===== src/rtl/ecc39_pkg.sv =====
// Shared constants and code-matrix helpers for the 39-bit SEC-DED unit.
// Assumes a 32-bit data word and a 7-bit check word; the matrix below is
// fixed for these widths.
package ecc39_pkg;

    localparam int DATA_W = 32;
    localparam int CHK_W  = 7;

    // Check bits inverted on generation (bits 3..6, weight four).
    localparam logic [CHK_W-1:0] INV_MASK = 7'h78;

    // Column of the parity matrix for data bit j: the set of check bits
    // that the data bit feeds. Bits 0..23 use weight 3, bits 24..31 weight 5.
    function automatic logic [CHK_W-1:0] column(input int j);
        logic [CHK_W-1:0] c;
        case (j)
            0:  c = 7'h0B;  1:  c = 7'h13;  2:  c = 7'h23;  3:  c = 7'h43;
            4:  c = 7'h15;  5:  c = 7'h25;  6:  c = 7'h45;  7:  c = 7'h29;
            8:  c = 7'h49;  9:  c = 7'h31;  10: c = 7'h51;  11: c = 7'h0E;
            12: c = 7'h16;  13: c = 7'h26;  14: c = 7'h46;  15: c = 7'h1A;
            16: c = 7'h4A;  17: c = 7'h62;  18: c = 7'h1C;  19: c = 7'h2C;
            20: c = 7'h64;  21: c = 7'h38;  22: c = 7'h58;  23: c = 7'h70;
            24: c = 7'h7C;  25: c = 7'h7A;  26: c = 7'h76;  27: c = 7'h6D;
            28: c = 7'h5D;  29: c = 7'h3B;  30: c = 7'h67;  31: c = 7'h1F;
            default: c = '0;
        endcase
        return c;
    endfunction

    // Row of the parity matrix for check bit r: which data bits it covers.
    function automatic logic [DATA_W-1:0] row_mask(input int r);
        logic [DATA_W-1:0] m;
        logic [CHK_W-1:0]  c;
        for (int j = 0; j < DATA_W; j++) begin
            c    = column(j);
            m[j] = c[r];
        end
        return m;
    endfunction

endpackage


===== src/rtl/ecc39_parity_tree.sv =====
// Seven parallel parity trees over the data word. Each output bit is the
// XOR of the data bits its matrix row selects (16 inputs per row).
// Purely combinational; no inversion is applied here.
module ecc39_parity_tree
    import ecc39_pkg::*;
#(
    parameter int DW = DATA_W,
    parameter int CW = CHK_W
) (
    input  logic [DW-1:0] data_i,
    output logic [CW-1:0] parity_o
);

    // One reduction tree per check bit, row selected at elaboration.
    for (genvar r = 0; r < CW; r++) begin : g_row
        localparam logic [DW-1:0] ROW = row_mask(r);
        assign parity_o[r] = ^(data_i & ROW);
    end

endmodule


===== src/rtl/ecc39_locator.sv =====
// Matches a raw syndrome (1 = failing parity) against every data column
// and every single check position. Each hit vector is at most one-hot
// because all columns are distinct, odd-weight and of weight above one.
module ecc39_locator
    import ecc39_pkg::*;
#(
    parameter int DW = DATA_W,
    parameter int CW = CHK_W
) (
    input  logic [CW-1:0] raw_syn_i,
    output logic [DW-1:0] data_hit_o,
    output logic [CW-1:0] check_hit_o
);

    // Exact compare against each data column.
    for (genvar j = 0; j < DW; j++) begin : g_data
        localparam logic [CW-1:0] COL = column(j);
        assign data_hit_o[j] = (raw_syn_i == COL);
    end

    // Exact compare against each one-hot check position.
    for (genvar i = 0; i < CW; i++) begin : g_check
        localparam logic [CW-1:0] ONE = CW'(1) << i;
        assign check_hit_o[i] = (raw_syn_i == ONE);
    end

endmodule


===== src/rtl/ecc39_classify.sv =====
// Turns the raw syndrome and the locator hits into active-low flags.
// Clean: both high. Located single error: single low only. Any other
// nonzero syndrome: both low.
module ecc39_classify #(
    parameter int DW = 32,
    parameter int CW = 7
) (
    input  logic [CW-1:0] raw_syn_i,
    input  logic [DW-1:0] data_hit_i,
    input  logic [CW-1:0] check_hit_i,
    output logic          single_err_n_o,
    output logic          multi_err_n_o
);

    logic any_err;
    logic located;

    // Decide flag levels from syndrome activity and location success.
    always_comb begin
        any_err        = |raw_syn_i;
        located        = (|data_hit_i) | (|check_hit_i);
        single_err_n_o = ~any_err;
        multi_err_n_o  = ~(any_err & ~located);
    end

endmodule


===== src/rtl/ecc39_unit.sv =====
// 39-bit SEC-DED unit: encode path (data -> check word) and decode path
// (data + check -> syndrome, active-low flags, corrected data).
// Both paths are combinational and independent. Stored check bits carry
// INV_MASK so that all-zero and all-one words never decode as clean.
module ecc39_unit
    import ecc39_pkg::*;
#(
    parameter int DW = DATA_W,
    parameter int CW = CHK_W
) (
    input  logic [DW-1:0] enc_data_i,
    output logic [CW-1:0] enc_check_o,
    input  logic [DW-1:0] dec_data_i,
    input  logic [CW-1:0] dec_check_i,
    output logic [DW-1:0] dec_data_o,
    output logic [CW-1:0] syndrome_o,
    output logic          single_err_n_o,
    output logic          multi_err_n_o
);

    logic [CW-1:0] enc_par;
    logic [CW-1:0] dec_par;
    logic [CW-1:0] raw_syn;
    logic [DW-1:0] data_hit;
    logic [CW-1:0] check_hit;

    ecc39_parity_tree #(.DW(DW), .CW(CW)) u_enc_tree (
        .data_i   (enc_data_i),
        .parity_o (enc_par)
    );

    ecc39_parity_tree #(.DW(DW), .CW(CW)) u_dec_tree (
        .data_i   (dec_data_i),
        .parity_o (dec_par)
    );

    // Stored check word: parities with the fixed inversion applied.
    assign enc_check_o = enc_par ^ INV_MASK;

    // Raw syndrome is 1 where a regenerated parity disagrees; output inverted.
    assign raw_syn    = dec_check_i ^ dec_par ^ INV_MASK;
    assign syndrome_o = ~raw_syn;

    ecc39_locator #(.DW(DW), .CW(CW)) u_locate (
        .raw_syn_i   (raw_syn),
        .data_hit_o  (data_hit),
        .check_hit_o (check_hit)
    );

    ecc39_classify #(.DW(DW), .CW(CW)) u_classify (
        .raw_syn_i      (raw_syn),
        .data_hit_i     (data_hit),
        .check_hit_i    (check_hit),
        .single_err_n_o (single_err_n_o),
        .multi_err_n_o  (multi_err_n_o)
    );

    // Flip only the data bit whose column matched exactly.
    assign dec_data_o = dec_data_i ^ data_hit;

endmodule


===== config.mk =====
export PLATFORM = sky130hd
export DESIGN_NAME = ecc39_unit
export DESIGN_NICKNAME = d
export VERILOG_FILES = /design/src/rtl/ecc39_pkg.sv /design/src/rtl/ecc39_parity_tree.sv /design/src/rtl/ecc39_locator.sv /design/src/rtl/ecc39_classify.sv /design/src/rtl/ecc39_unit.sv
export SDC_FILE = /design/constraint.sdc
export NUM_CORES = 1
export LEC_CHECK = 0
export ABC_CLOCK_PERIOD_IN_PS = 17390
export CELL_PAD_IN_SITES_DETAIL_PLACEMENT = 0
export CELL_PAD_IN_SITES_GLOBAL_PLACEMENT = 1
export CORE_UTILIZATION = 34
export DETAILED_ROUTE_END_ITERATION = 8
export PLACE_DENSITY = 0.91
export SYNTH_ARGS = -nofsm -noshare
export SYNTH_HDL_FRONTEND = slang
export SYNTH_HIERARCHICAL = 1
export SYNTH_SLANG_ARGS = --single-unit

===== constraint.sdc =====
create_clock -name vclk -period 17.39
set_input_delay 5.217 -clock vclk [all_inputs]
set_output_delay 5.217 -clock vclk [all_outputs]
set_load 0.01 [all_outputs]

==> results.py <==
metrics = {
    "routing": {
        "drt_iter0_drc": 55,
        "ant_nets": 0,
        "wl_per_cell_microns": 18.4,
        "wirelength_microns": 8190,
        "routed-via-count": 2281,
        "drc": 0,
        "avgViaCountPerCell": 5.14,
        "dr.pass1.iters": 4,
    },
    "synth": {
        "syn_area_sq_um": 2470,
        "ys_seq_area_frac": 0,
        "yosys_warnings": 6,
        "synth_common_cells": "xor2_1 (53), xnor2_1 (51), xnor3_1 (34)",
        "synth_cell_types": 25,
        "yosys.area.top_type": "xnor3_1",
        "synth.avg_cell_area_sq_um": 10.5,
        "synth_cells": 235,
        "synth_most_common_cell": "xor2_1",
        "synthDominantCellAreaShare": 0.310,
        "yosys-top-cells-area": "xnor3_1 (31%), xor2_1 (19%), xnor2_1 (18%)",
        "syn-num-nets": 306,
    },
    "timing": {
        "holdWs_ns": 11.49,
        "rsz0062_at_grt": "no",
        "max_slew.worst_pin.slew_ns": 1.21,
        "max_freq_ghz": 0.0658,
        "hold_viol": 0,
        "max_slew_margin": 0.190,
        "finalSetupViolations": 0,
        "setup_tns_ns": 0,
        "min_period_ns": 15.19,
        "fin_crit_sh": 0.873,
        "drv_slew": 0,
    },
    "cells_and_area": {
        "antenna_cells": 0,
        "fillCellCount": 634,
        "seq_cells": 0,
        "fin_cells": 444,
        "clock_buffers": 0,
        "area_delta_synth_final_pct": 52.0,
        "ff_latch_area_sq_um": 0,
        "drive_gt1_frac": 0.0489,
        "final_cell_area_sq_um": 3760,
        "nNetsFinal": 421,
    },
    "placement": {
        "dp_cells": 444,
        "gp_congestion": 0.977,
        "dpl_cell_area_sq_um": 3760,
        "portBuffers": 119,
        "dp_hpwl_microns": 7150,
    },
    "floorplan": {
        "core_area_sq_um": 6910,
        "initial_utilization": 0.358,
        "die_w_microns": 87.3,
        "die_height_microns": 87.3,
        "dieArea_sq_um": 7620,
        "placementRows": 30,
        "boundaryPins": 119,
    },
    "setup_path": {
        "slowest_delay_ns": 0.96,
        "end_kind": "primary output",
        "start_kind": "primary input",
        "cp.required_ns": 12.17,
        "cp-startpoint": "dec_data_i[29]",
        "cp_slowest_cell": "xnor2_1",
        "crit_fanout": 15,
        "path_cells": "clkdlybuf4s50_1 -> xnor3_1 -> xnor3_2 -> xnor3_1 -> xnor2_1 -> nand4bb_1 -> nor2_1 -> nor4_1 -> nand4_1 -> or4_1 -> clkdlybuf4s50_1",
        "critPathKind": "in -> out",
        "critical_path_buf_inv_count": 2,
        "arrival_ns": 9.97,
        "critPathTopFamily": "XOR/XNOR gates",
    },
    "global_routing": {
        "grt_pass1_vias": 2329,
        "grt_use_total": 0.210,
        "grt-ovfl-total": 0,
        "antenna_found_initial": 0,
        "grt_pass1_wl_microns": 12100,
        "grt_max_degree": 16,
    },
    "pwr": {
        "total_power_w": 0.000448,
        "power_density_nw_per_um2": 119,
        "leakage_nw": 1.70,
        "peakVddDrop_uv": 153,
    },
    "clock_tree": {
        "cts_setup_buffers": 0,
        "cts_hold_buf": 0,
        "cts_resized": 0,
    },
    "flow_run": {
        "max_cap_violations": 0,
    },
    "hold_path": {
        "min_path_type": "in -> out",
        "hold_start": "dec_check_i[4]",
    },
    "status": {
        "status": "completed",
    },
}
-- final timing paths --
check / end / slack [ns] / depth (start not counted)
worst min-delay path: syndrome_o[4] / 11.49 / 3
worst max-delay path: multi_err_n_o / 2.20 / 11
-- worst min-delay path, cell delays in order --
cell	delay, ns
clkdlybuf4s50_1	0.51
xor2_1	0.08
clkdlybuf4s50_1	0.47
-- area by class of cell --
cell class	instances	area (sq um)	area share
inverters	4	15.0	0.00399
multi-input cells	223	2420	0.643
repair buffers	121	1210	0.321
well taps	96	120	0.0319
-- per-layer routing --
layer  part of all wire  global-route usage  routed length [microns]
met5                  0                   0                        0
met1               0.39               0.251                     3230
met2               0.47               0.384                     3880
met3               0.10              0.0389                      830
met4              0.030              0.0566                      247
-- power by group --
part | total [W] | internal [W] | switching (W)
registers | 0 | 0 | 0
clock network | 0 | 0 | 0
logic | 0.000448 | 0.000225 | 0.000223
total | 0.000448 | 0.000225 | 0.000223
-- layout by cell type, fill, tap and decap left out --
cell	n
xor3_1	4
clkdlybuf4s50_1	119
xnor3_1	34
or3b_1	3
or4b_1	1
xnor2_1	51
xor2_1	53
or4b_4	1
nor3_1	10
inv_1	4
nor4_2	5
or4_4	1
buf_4	2
nand4_1	2
nand3b_1	3
nand2_1	3
nand2b_1	4
xnor3_2	6
or4_1	2
or3_1	1
nand4bb_1	3
nor4_1	13
nor4_4	2
nor2_1	20
nand3_1	1
-- cells by family after synthesis --
group         after synthesis  share of synthesized area
simple gates               75                      0.204
xor+xnor                  148                      0.774
buf+inv                    12                     0.0223
-- stage by stage --
stage          setup WS, ns   util
6_report               2.20  0.544
5_1_grt                1.98  0.544
4_1_cts                2.23  0.544
3_5_place_dp           2.25  0.544
3_3_place_gp           2.34  0.544
2_1_floorplan          4.07      -
(Power assumes the default switching activity.)
